<file path="config.mk">
export PLATFORM = sky130hd
export DESIGN_NAME = ns5_modulator
export DESIGN_NICKNAME = d
export VERILOG_FILES = /design/src/rtl/ns5_modulator.sv
export SDC_FILE = /design/constraint.sdc
export NUM_CORES = 1
export LEC_CHECK = 0
export BUFFER_PORTS_ARGS = -buffer_cell sky130_fd_sc_hd__buf_2
export CAP_MARGIN = 15
export CORE_ASPECT_RATIO = 1.75
export CORE_MARGIN = 2
export CORE_UTILIZATION = 25
export DETAILED_ROUTE_END_ITERATION = 10
export SETUP_SLACK_MARGIN = 0.02
export SYNTH_ARGS = -nofsm -noshare
export SYNTH_HDL_FRONTEND = slang
export SYNTH_SLANG_ARGS = --single-unit
</file>
<file path="constraint.sdc">
create_clock -name clk -period 5.3 [get_ports clk]
set_clock_uncertainty 0.1 [all_clocks]
set_input_delay 1.06 -clock clk [delete_from_list [all_inputs] [get_ports clk]]
set_output_delay 1.06 -clock clk [all_outputs]
set_load 0.005 [all_outputs]
</file>
<file path="src/rtl/ns5_modulator.sv">
module ns5_modulator #(
  parameter int DW     = 18,
  parameter int GUARD  = 6,
  parameter int HOLD_A = 6,
  parameter int HOLD_B = 8
) (
  input  logic                 clk,
  input  logic                 rst,
  input  logic                 smp_stb,
  input  logic signed [DW-1:0] smp_data,
  input  logic                 slow_ratio,
  input  logic                 mid_force,
  output logic [2:0]           level_out
);
  localparam int IW = DW + GUARD;
  localparam int SW = IW + 4;
  localparam int HMAX = (HOLD_A > HOLD_B) ? HOLD_A : HOLD_B;
  localparam int CW = $clog2(HMAX + 1);

  localparam logic signed [SW-1:0] STEP = {{(SW-DW+1){1'b0}}, 1'b1, {(DW-2){1'b0}}};
  localparam logic signed [SW-1:0] TA   = STEP <<< 2;
  localparam logic signed [SW-1:0] TB   = (STEP <<< 3) + (STEP <<< 2);
  localparam logic signed [SW-1:0] HI   = {{(SW-IW+1){1'b0}}, {(IW-1){1'b1}}};
  localparam logic signed [SW-1:0] LO   = {{(SW-IW+1){1'b1}}, {(IW-1){1'b0}}};

  logic signed [IW-1:0] ia, ib, ic;
  logic signed [DW-1:0] x_hold;
  logic [CW-1:0]        win;
  logic [2:0]           q;
  logic signed [SW-1:0] cw, xe, v, v6, v12;

  function automatic logic signed [IW-1:0] clip(input logic signed [SW-1:0] s);
    if (s > HI) return HI[IW-1:0];
    if (s < LO) return LO[IW-1:0];
    return s[IW-1:0];
  endfunction

  assign cw = SW'(ic);

  always_comb begin
    if (cw < -TB)      q = 3'd0;
    else if (cw < -TA) q = 3'd1;
    else if (cw < TA)  q = 3'd2;
    else if (cw < TB)  q = 3'd3;
    else               q = 3'd4;
  end

  always_comb begin
    case (q)
      3'd0:    v = -(STEP + STEP);
      3'd1:    v = -STEP;
      3'd2:    v = '0;
      3'd3:    v = STEP;
      default: v = STEP + STEP;
    endcase
  end

  assign v6  = (v <<< 2) + (v <<< 1);
  assign v12 = (v <<< 3) + (v <<< 2);
  assign xe  = (win != '0) ? SW'(x_hold) : '0;

  always_ff @(posedge clk) begin
    if (rst || mid_force) begin
      ia <= '0;
      ib <= '0;
      ic <= '0;
    end else begin
      ia <= clip(SW'(ia) + xe - v);
      ib <= clip(SW'(ib) + SW'(ia) - v6);
      ic <= clip(SW'(ic) + SW'(ib) - v12);
    end
  end

  always_ff @(posedge clk) begin
    if (rst) begin
      x_hold <= '0;
      win    <= '0;
    end else if (smp_stb) begin
      x_hold <= smp_data;
      win    <= slow_ratio ? CW'(HOLD_B) : CW'(HOLD_A);
    end else if (win != '0) begin
      win <= win - CW'(1);
    end
  end

  assign level_out = mid_force ? 3'd2 : q;
endmodule


</file>
==> reports/metrics.yaml, run 1 <==
status: "complete, no violations"
start_kind: "flip-flop"
grt_max_degree: 25
firstDrtPassIters: 4
slowest_delay_ns: 0.50
syn2layout_area_growth_pct: 10.1
cp_num_buf_inv: 5
std_cell_rows: 88
antenna_cells: 0
grt_usage_pct: 11.3
grt_pass1_wl_um: 31800
worstPathArrival_ns: 4.86
layout.nets: 1231
top_usage_layer: "met2"
cts_made_buffers: 9
io_pins: 26
cp.depth: 20
start_util_pct: 25.4
tns_ns: 0
finalSetupViolations: 0
yosysWarnings: 0
criticalPathCategory: "flip-flop to flip-flop"
met1_usage_pct: 11.1
grtUsageMet3_pct: 1.29
crit_slowest_cell: "a2111oi_0"
die_area_sq_mm: 0.0349
crit_chain: "inv_1 > ha_1 > inv_1 > or3_1 > buf_4 > nand2_1 > fa_1 > inv_1 > ha_1 > a21o_1 > a21o_1 > a21oi_1 > o21ai_0 > a21oi_1 > o21ai_1 > xnor2_1 > a2111oi_0 > a41oi_1 > buf_4 > o21ai_0"
portBuffers: 25
clock.fmax_mhz: 214
r2r_cells: 20
syn_nets: 1212
path_delay_family: "compound AO/OA/AOI/OAI gates"
worstPathMaxFanout: 21
clock_path_buffers: 2
synth_common_cells: "220 x inv_1, 124 x ha_1, 94 x dfxtp_1"
holdCritPathClass: "flip-flop to flip-flop"
antenna_found_initial: 0
wirelength_um: 19000
cts_tree: "yes"
post-route-drc-count: 0
wl_per_cell_um: 12.9
vias_per_cell: 4.60
clkTransAtPathRegs_ns: 0.07
synth_seq_cells: 94
cts-resized-gates: 0
grt_overflow_total: 0
yosysSeqAreaShare_pct: 22.5
syn_area_sq_mm: 0.00835
cts_setup_buffers: 0
async_flop_share_pct: 0
cts_hold_buffers: 0
yosysMostFrequentCell: "inv_1"
worstSkewPairLatency_ns: 0.36
rsz0062_at_grt: "false"
maxCapViolCount: 0
use_met2_pct: 23.1
tightest_slew_ns: 0.631
synth_top_area_share_pct: 22.5
hold_depth: 2
slew_headroom_pct: 57.9
ys_top_cells_by_area: "dfxtp_1 23%, ha_1 19%, inv_1 9.9%"
hold_viol_final: 0
synth_edf_count: 0
cp.required_ns: 5.49
grt_pass1_vias: 6919
ys.flop_type: "dfxtp_1"
drive_above_1_share_pct: 6.87
yosysUniqueCellTypes: 61
yosys.area.top_type: "dfxtp_1"
cpMostUsedCell: "inv_1"
root_buffer: "clkbuf_16"
fp.dieW_um: 142
fin_crit_ns: 4.67
drtAntennaViolNets: 0
cts_max_level: 3
vias: 6758
cts.sinks: 94
dp_hpwl_um: 15900
syn_area_per_cell_sq_um: 8.03
critPathCaptureType: "flip-flop"
syn_inst: 1040
gp_congestion: 0.835
min_period_over_period_pct: 88.2
drt-initial-drc-count: 250
slew_viol_final: 0
fp.dieH_um: 246
coreArea_sq_mm: 0.0329
## area by class of cell
type | count | area, sq um
fill | 3511 | 23700
multi-input combinational | 698 | 5500
sequential | 94 | 1880
inverter | 220 | 826
tap | 405 | 507
clock buffer | 9 | 225
timing repair buffer | 36 | 208
clock inverter | 6 | 43.8
## through the flow
step / cells / cell area (sq um) / hold slack, ns / util (%) / worst slack (ns)
after floorplan: 1040 / 8350 / 0.352 / - / 0.647
after detailed placement: 1453 / 8920 / 0.378 / 27.1 / 0.582
after CTS: 1468 / 9190 / 0.397 / 27.9 / 0.567
after global routing: 1468 / 9190 / 0.418 / 27.9 / 0.201
final: 1468 / 9190 / 0.394 / 27.9 / 0.625
after global placement: 1453 / 8920 / 0.370 / 27.1 / 0.633
## cells in the final DEF (no fill, tap or decap), types with 3 or more instances in the layout
| master | count |
|---|---|
| a211o_1 | 3 |
| a211oi_1 | 7 |
| a21o_1 | 48 |
| a21oi_1 | 70 |
| a31oi_1 | 9 |
| a41oi_1 | 4 |
| and2_1 | 4 |
| and3_1 | 5 |
| and4_1 | 3 |
| buf_2 | 25 |
| buf_4 | 11 |
| clkbuf_16 | 9 |
| dfxtp_1 | 94 |
| fa_1 | 25 |
| ha_1 | 124 |
| inv_1 | 220 |
| inv_6 | 3 |
| mux2i_1 | 19 |
| nand2_1 | 65 |
| nand2b_1 | 10 |
| nand3_1 | 16 |
| nand3b_1 | 6 |
| nand4_1 | 9 |
| nor2_1 | 46 |
| nor2b_1 | 12 |
| nor3_1 | 7 |
| nor3b_1 | 4 |
| o211ai_1 | 3 |
| o21a_1 | 8 |
| o21ai_0 | 73 |
| o21ai_1 | 5 |
| o21bai_1 | 7 |
| o31ai_1 | 3 |
| or2_2 | 4 |
| xnor2_1 | 34 |
| xor2_1 | 34 |
## final timing paths
path / endpoint / slack (ns) / from
max: ia[3]$_SDFF_PP0_ / 0.63 / win[0]$_SDFFE_PP0P_
min: x_hold[0]$_SDFFE_PP0P_ / 0.39 / x_hold[0]$_SDFFE_PP0P_
max reg2reg: ia[3]$_SDFF_PP0_ / 0.63 / win[0]$_SDFFE_PP0P_
min reg2reg: x_hold[0]$_SDFFE_PP0P_ / 0.39 / x_hold[0]$_SDFFE_PP0P_
## sequential cells by signal, indices dropped and copies added (netlist names)
signal  count
x_hold     18
ic         24
win         4
ia         24
ib         24
## worst register-to-register path: cells and delay by family, from the launching register on
family,cells,cell delay (ns)
buffers and inverters,5,0.69
AND/OR/NAND/NOR,2,0.53
AO/OA/AOI/OAI,9,1.63
XOR/XNOR,1,0.20
adder cells (fa/ha/maj),3,1.07
flip-flops,1,0.38
## cells by family after synthesis
group / count (synthesis) / synth area share (%)
adder cells (fa/ha/maj): 149 / 24.6
AND/OR/NAND/NOR: 196 / 11.5
multiplexers: 21 / 2.55
AO/OA/AOI/OAI: 264 / 20.1
XOR/XNOR: 68 / 7.13
flip-flops: 94 / 22.5
buffers and inverters: 248 / 11.6
## per-layer routing
layer | vias up | part of all wire [%] | wire length [um]
met1 | 3178 | 38 | 7270
met3 | 28 | 1.7 | 325
li1 | 3475 | - | -
met2 | 77 | 57 | 10900
met4 | 0 | 2.7 | 510
met5 | - | 0 | 0
Power of run 1 is not shown: default switching activity piles up to over one toggle a cycle in this logic, so the estimate is an artifact.
==> run 2: changes to the inputs <==
- ABC_AREA: not set -> 1
- CAP_MARGIN: 15 -> 20
==> reports/metrics.yaml, run 2 <==
fp.dieH_um: 263  # +7.1%
setup_slack_ns: 0.651  # +0.0254 ns
worstSkewPairLatency_ns: 0.37  # about the same
cts.sinks: 94  # unchanged
yosysSeqAreaShare_pct: 19.6  # -2.9 points
worstPathArrival_ns: 4.77  # -0.09 ns
root_buffer: "clkbuf_16"
syn_nets: 1661  # +37%
syn_inst: 1489  # +43%
top_usage_layer: "met2"
start_util_pct: 25.4  # +0.039 points
cts_made_buffers: 9  # unchanged
grtUsageMet3_pct: 1.43  # +0.15 points
synth_common_cells: "421 x nand2_1, 334 x inv_1, 124 x ha_1"
yosysMostFrequentCell: "nand2_1"
crit_chain: "inv_1 > nor4_1 > a21oi_1 > inv_1 > o21ai_0 > inv_1 > nor2_1 > fa_1 > fa_1 > inv_1 > ha_1 > nand2_1 > nor2_2 > nand2_1 > nor2_1 > nand2_1 > nand3_1 > nand2_1 > nand2_2 > inv_1 > o21ai_4 > a21oi_1"
cts_setup_buffers: 0  # unchanged
synth_seq_cells: 94  # unchanged
coreArea_sq_mm: 0.0378  # +15%
drtAntennaViolNets: 0  # unchanged
synth_top_area_share_pct: 19.6  # -2.9 points
min_period_over_period_pct: 87.7  # -0.48 points
finalSetupViolations: 0  # unchanged
post-route-drc-count: 0  # unchanged
status: "complete, no violations"
layout_common_cells: "421 x nand2_1, 334 x inv_1, 124 x ha_1, 115 x a21oi_1, 94 x dfxtp_1"
yosysWarnings: 0  # unchanged
synth_edf_count: 0  # unchanged
grt_pass1_vias: 9116  # +32%
ys.flop_type: "dfxtp_1"
cpMostUsedCell: "inv_1"
start_kind: "flip-flop"
rsz0062_at_grt: "false"
cp.required_ns: 5.42  # -0.07 ns
critPathCaptureType: "flip-flop"
grt_usage_pct: 13.0  # +1.7 points
multi_input_area_sq_mm: 0.00625  # +14%
wirelength_um: 25500  # +34%
antenna_cells: 0  # unchanged
fin_area_sq_mm: 0.0105  # +14%
die_area_sq_mm: 0.0400  # +15%
wl_per_cell_um: 12.8  # -0.94%
portBuffers: 25  # unchanged
yosysUniqueCellTypes: 37  # -39%
met1_usage_pct: 10.7  # -0.36 points
clock_path_buffers: 2  # unchanged
cts_hold_buffers: 0  # unchanged
reg2reg_slack_ns: 0.65  # +0.03 ns
slew_headroom_pct: 53.7  # -4.2 points
use_met2_pct: 27.3  # +4.2 points
cts_max_level: 3  # unchanged
gp_congestion: 0.935  # +12%
async_flop_share_pct: 0  # unchanged
path_delay_family: "adder cells"
worstPathMaxFanout: 23  # +9.5%
fin_crit_ns: 4.65  # -0.0254 ns
clock.fmax_mhz: 215  # +0.55%
std_cell_rows: 94  # +6.8%
cts_tree: "yes"
fillers: 4218  # +20%
fp.dieW_um: 152  # +7.0%
syn2layout_area_growth_pct: 9.25
seqCellArea_sq_mm: 0.00188  # unchanged
tightest_slew_ns: 0.691  # +0.0605 ns
ys_top_cells_by_area: "dfxtp_1 20%, nand2_1 16%, ha_1 16%"
vias_per_cell: 4.48  # -2.8%
vias: 8906  # +32%
slew_viol_final: 0  # unchanged
drive_above_1_share_pct: 5.89  # -0.97 points
hold_viol_final: 0  # unchanged
layout_commonest_cell: "nand2_1"
antenna_found_initial: 0  # unchanged
grt_overflow_total: 0  # unchanged
holdCritPathClass: "flip-flop to flip-flop"
criticalPathCategory: "flip-flop to flip-flop"
slowest_delay_ns: 0.55  # +0.05 ns
grt_max_degree: 30  # +20%
syn_area_per_cell_sq_um: 6.44  # -20%
maxCapViolCount: 0  # unchanged
pre_cts_slack_ns: 0.657  # +0.0755 ns
clkTransAtPathRegs_ns: 0.07  # about the same
grt_pass1_wl_um: 41900  # +32%
layout.nets: 1677  # +36%
yosys.area.top_type: "dfxtp_1"
dp_hpwl_um: 21900  # +38%
largestRegisters: "ia (24), ib (24), ic (24)"
crit_slowest_cell: "o21ai_4"
place_area_sq_mm: 0.0102  # +14%
firstDrtPassIters: 5  # +1
cts-resized-gates: 0  # unchanged
drt-initial-drc-count: 249  # -0.40%
io_pins: 26  # unchanged
syn_area_sq_mm: 0.00959  # +15%
cp_num_buf_inv: 5  # unchanged
tns_ns: 0  # unchanged
-- run 2: cell count changes after synthesis, moves of 13 or more --
cell     before  now
a21oi_1      70  115
mux2i_1      19    0
nand2_2       0   13
o21ai_0      73   18
xnor2_1      34   18
nor2_1       46   87
a21o_1       48    5
nand2_1      65  421
inv_1       220  334
nand3_1      16   86
-- run 2: worst paths after layout --
kind / from / endpoint / cells after the start
setup / recovery: ic[23]$_SDFF_PP0_ / ic[0]$_SDFF_PP0_ / 22
hold / removal: win[0]$_SDFFE_PP0P_ / win[0]$_SDFFE_PP0P_ / 1
setup reg to reg: ic[23]$_SDFF_PP0_ / ic[0]$_SDFF_PP0_ / 22
hold reg to reg: win[0]$_SDFFE_PP0P_ / win[0]$_SDFFE_PP0P_ / 1
-- run 2: logic make-up after synthesis --
group	synth area share, %
xor+xnor	5.12
simple gates	28.1
fa+ha+maj	21.4
compound gates	10.5
buf+inv	15.2
flops	19.6
-- run 2: area by class of cell --
type,count,area share [%]
multi-input cells,1032,59.7
inverters,336,12.0
repair buffers,32,1.70
well taps,480,5.73
clock inverters,6,0.669
flip-flops and latches,94,18.0
clock buffers,10,2.19
-- run 2: per-stage QoR --
step	utilization (%)	std cells	hold slack, ns
after floorplan	-	1489	0.322
after global placement	27.0	1974	0.336
after detailed placement	27.0	1974	0.353
after CTS	27.7	1990	0.363
after global routing	27.7	1990	0.379
final	27.7	1990	0.363
-- run 2: layer usage --
metal / share of wire, % / routed length, um
met4: 7.1 / 1820
met1: 34 / 8660
met5: 0 / 0
met3: 2.0 / 512
met2: 57 / 14500
-- run 2: worst register-to-register path: stages (launching register included) --
cell,delay (ns)
dfxtp_1,0.30
inv_1,0.16
nor4_1,0.09
a21oi_1,0.17
inv_1,0.10
o21ai_0,0.08
inv_1,0.07
nor2_1,0.41
fa_1,0.53
fa_1,0.51
inv_1,0.04
ha_1,0.35
nand2_1,0.12
nor2_2,0.14
nand2_1,0.08
nor2_1,0.11
nand2_1,0.07
nand3_1,0.10
nand2_1,0.06
nand2_2,0.09
inv_1,0.07
o21ai_4,0.55
a21oi_1,0.18
Power of run 2 is left out for the same reason.
==> run 3: changes to the inputs <==
- RECOVER_POWER: not set -> 100
==> reports/metrics.yaml, run 3 (synthesized netlist as in run 2, its figures left out) <==
grt_overflow_total: 0  # unchanged
start_kind: "flip-flop"
critPathCaptureType: "flip-flop"
drive_above_1_share_pct: 5.17  # -0.73 points
grt_pass1_wl_um: 41900  # unchanged
firstDrtPassIters: 4  # -1
cts_tree: "yes"
clock.fmax_mhz: 207  # -3.8%
antenna_found_initial: 0  # unchanged
drtAntennaViolNets: 0  # unchanged
root_buffer: "clkbuf_16"
cp.required_ns: 5.49  # +0.07 ns
gp_congestion: 0.935  # unchanged
cp_num_buf_inv: 3  # -2
clkTransAtPathRegs_ns: 0.07  # about the same
post-route-drc-count: 0  # unchanged
fin_crit_ns: 4.83  # +0.184 ns
cts_made_buffers: 9  # unchanged
worstPathArrival_ns: 5.03  # +0.26 ns
io_pins: 26  # unchanged
status: "complete, no violations"
rsz0062_at_grt: "false"
maxCapViolCount: 0  # unchanged
die_area_sq_mm: 0.0400  # unchanged
layout_common_cells: "422 x nand2_1, 334 x inv_1, 124 x ha_1, 119 x a21oi_1, 94 x dfxtp_1"
syn2layout_area_growth_pct: 8.87
criticalPathCategory: "flip-flop to flip-flop"
drt-initial-drc-count: 267  # +7.2%
slew_headroom_pct: 37.0  # -17 points
vias_per_cell: 4.47  # about the same
min_period_over_period_pct: 91.2  # +3.5 points
cts_max_level: 3  # unchanged
worstSkewPairLatency_ns: 0.37  # about the same
dp_hpwl_um: 21900  # unchanged
tns_ns: 0  # unchanged
grt_usage_pct: 13.0  # unchanged
vias: 8903  # -0.034%
layout.nets: 1677  # unchanged
worstPathMaxFanout: 21  # -8.7%
hold_viol_final: 0  # unchanged
tightest_slew_ns: 0.944  # +0.253 ns
cts_hold_buffers: 0  # unchanged
cpMostUsedCell: "nand2_1"
clock_path_buffers: 2  # unchanged
start_util_pct: 25.4  # unchanged
cts-resized-gates: 0  # unchanged
finalSetupViolations: 0  # unchanged
wirelength_um: 25500  # about the same
crit_slowest_cell: "clkbuf_1"
path_delay_family: "simple AND/OR/NAND/NOR gates"
slowest_delay_ns: 0.69  # +0.14 ns
fp.dieH_um: 263  # unchanged
antenna_cells: 0  # unchanged
largestRegisters: "ia (24), ib (24), ic (24)"
grt_max_degree: 30  # unchanged
cts_setup_buffers: 0  # unchanged
cts.sinks: 94  # unchanged
layout_commonest_cell: "nand2_1"
crit_chain: "inv_1 > ha_1 > nand3_1 > clkbuf_1 > nand2_1 > fa_1 > inv_1 > ha_1 > nand2_1 > nand2_1 > nand2_1 > nand2_1 > a21oi_1 > nor2_1 > nor2_1 > nand2_1 > nand2_1 > nand2_1 > a21oi_2 > nand2_2 > nand2_1"
holdCritPathClass: "flip-flop to flip-flop"
portBuffers: 25  # unchanged
wl_per_cell_um: 12.8  # about the same
coreArea_sq_mm: 0.0378  # unchanged
grt_pass1_vias: 9116  # unchanged
slew_viol_final: 0  # unchanged
fp.dieW_um: 152  # unchanged
std_cell_rows: 94  # unchanged
## run 3: cell count changes in the layout (fill, tap and decap cells not counted)
cell / before / now
a21oi_1: 115 / 119
a21oi_2: 9 / 5
clkbuf_1: 1 / 5
buf_2: 25 / 22
buf_4: 7 / 4
clkbuf_2: 0 / 2
nand2_1: 421 / 422
nand2_2: 13 / 12
nor2_1: 86 / 87
nor2_2: 9 / 8
o21ai_0: 18 / 19
o21ai_2: 2 / 1
## run 3: worst paths after layout
| path | start | end | slack (ns) | depth (start not counted) |
|---|---|---|---|---|
| max | win[0]$_SDFFE_PP0P_ | ia[22]$_SDFF_PP0_ | 0.47 | 21 |
| min reg2reg | win[0]$_SDFFE_PP0P_ | win[0]$_SDFFE_PP0P_ | 0.36 | 1 |
| max reg2reg | win[0]$_SDFFE_PP0P_ | ia[22]$_SDFF_PP0_ | 0.47 | 21 |
| min | win[0]$_SDFFE_PP0P_ | win[0]$_SDFFE_PP0P_ | 0.36 | 1 |
## run 3: layout make-up
class                   count  area (sq um)
well taps                 480           601
flip-flops and latches     94          1880
inverters                 336          1260
fillers                  4224         27300
multi-input cells        1032          6230
clock inverters             6          70.1
clock buffers              10           229
repair buffers             32           165
## run 3: metrics by stage
stage          cells  cell area, sq um  util (%)  hold slack [ns]  setup WS, ns
6_report        1990             10400      27.6            0.363         0.467
3_3_place_gp    1974             10200      27.0            0.336         0.813
5_1_grt         1990             10400      27.6            0.379        0.0771
3_5_place_dp    1974             10200      27.0            0.353         0.657
4_1_cts         1990             10500      27.7            0.363         0.617
2_1_floorplan   1489              9590         -            0.322         0.448
## run 3: routing by layer
layer  track usage [%]  wire length (um)  vias up
met2              27.3             14500      174
met4              9.32              1850        0
li1                  -                 -     4617
met1              10.7              8670     4009
met5                 0                 0        -
met3              1.43               491      103
## run 3: worst reg2reg max path: stages (launching register included)
cell and delay (ns):
dfxtp_1 0.35, inv_1 0.06, ha_1 0.23, nand3_1 0.15, clkbuf_1 0.69, nand2_1 0.35
fa_1 0.63, inv_1 0.06, ha_1 0.35, nand2_1 0.09, nand2_1 0.08, nand2_1 0.06
nand2_1 0.06, a21oi_1 0.16, nor2_1 0.07, nor2_1 0.12, nand2_1 0.06, nand2_1 0.07
nand2_1 0.09, a21oi_2 0.34, nand2_2 0.36, nand2_1 0.20
Power of run 3 is left out for the same reason.
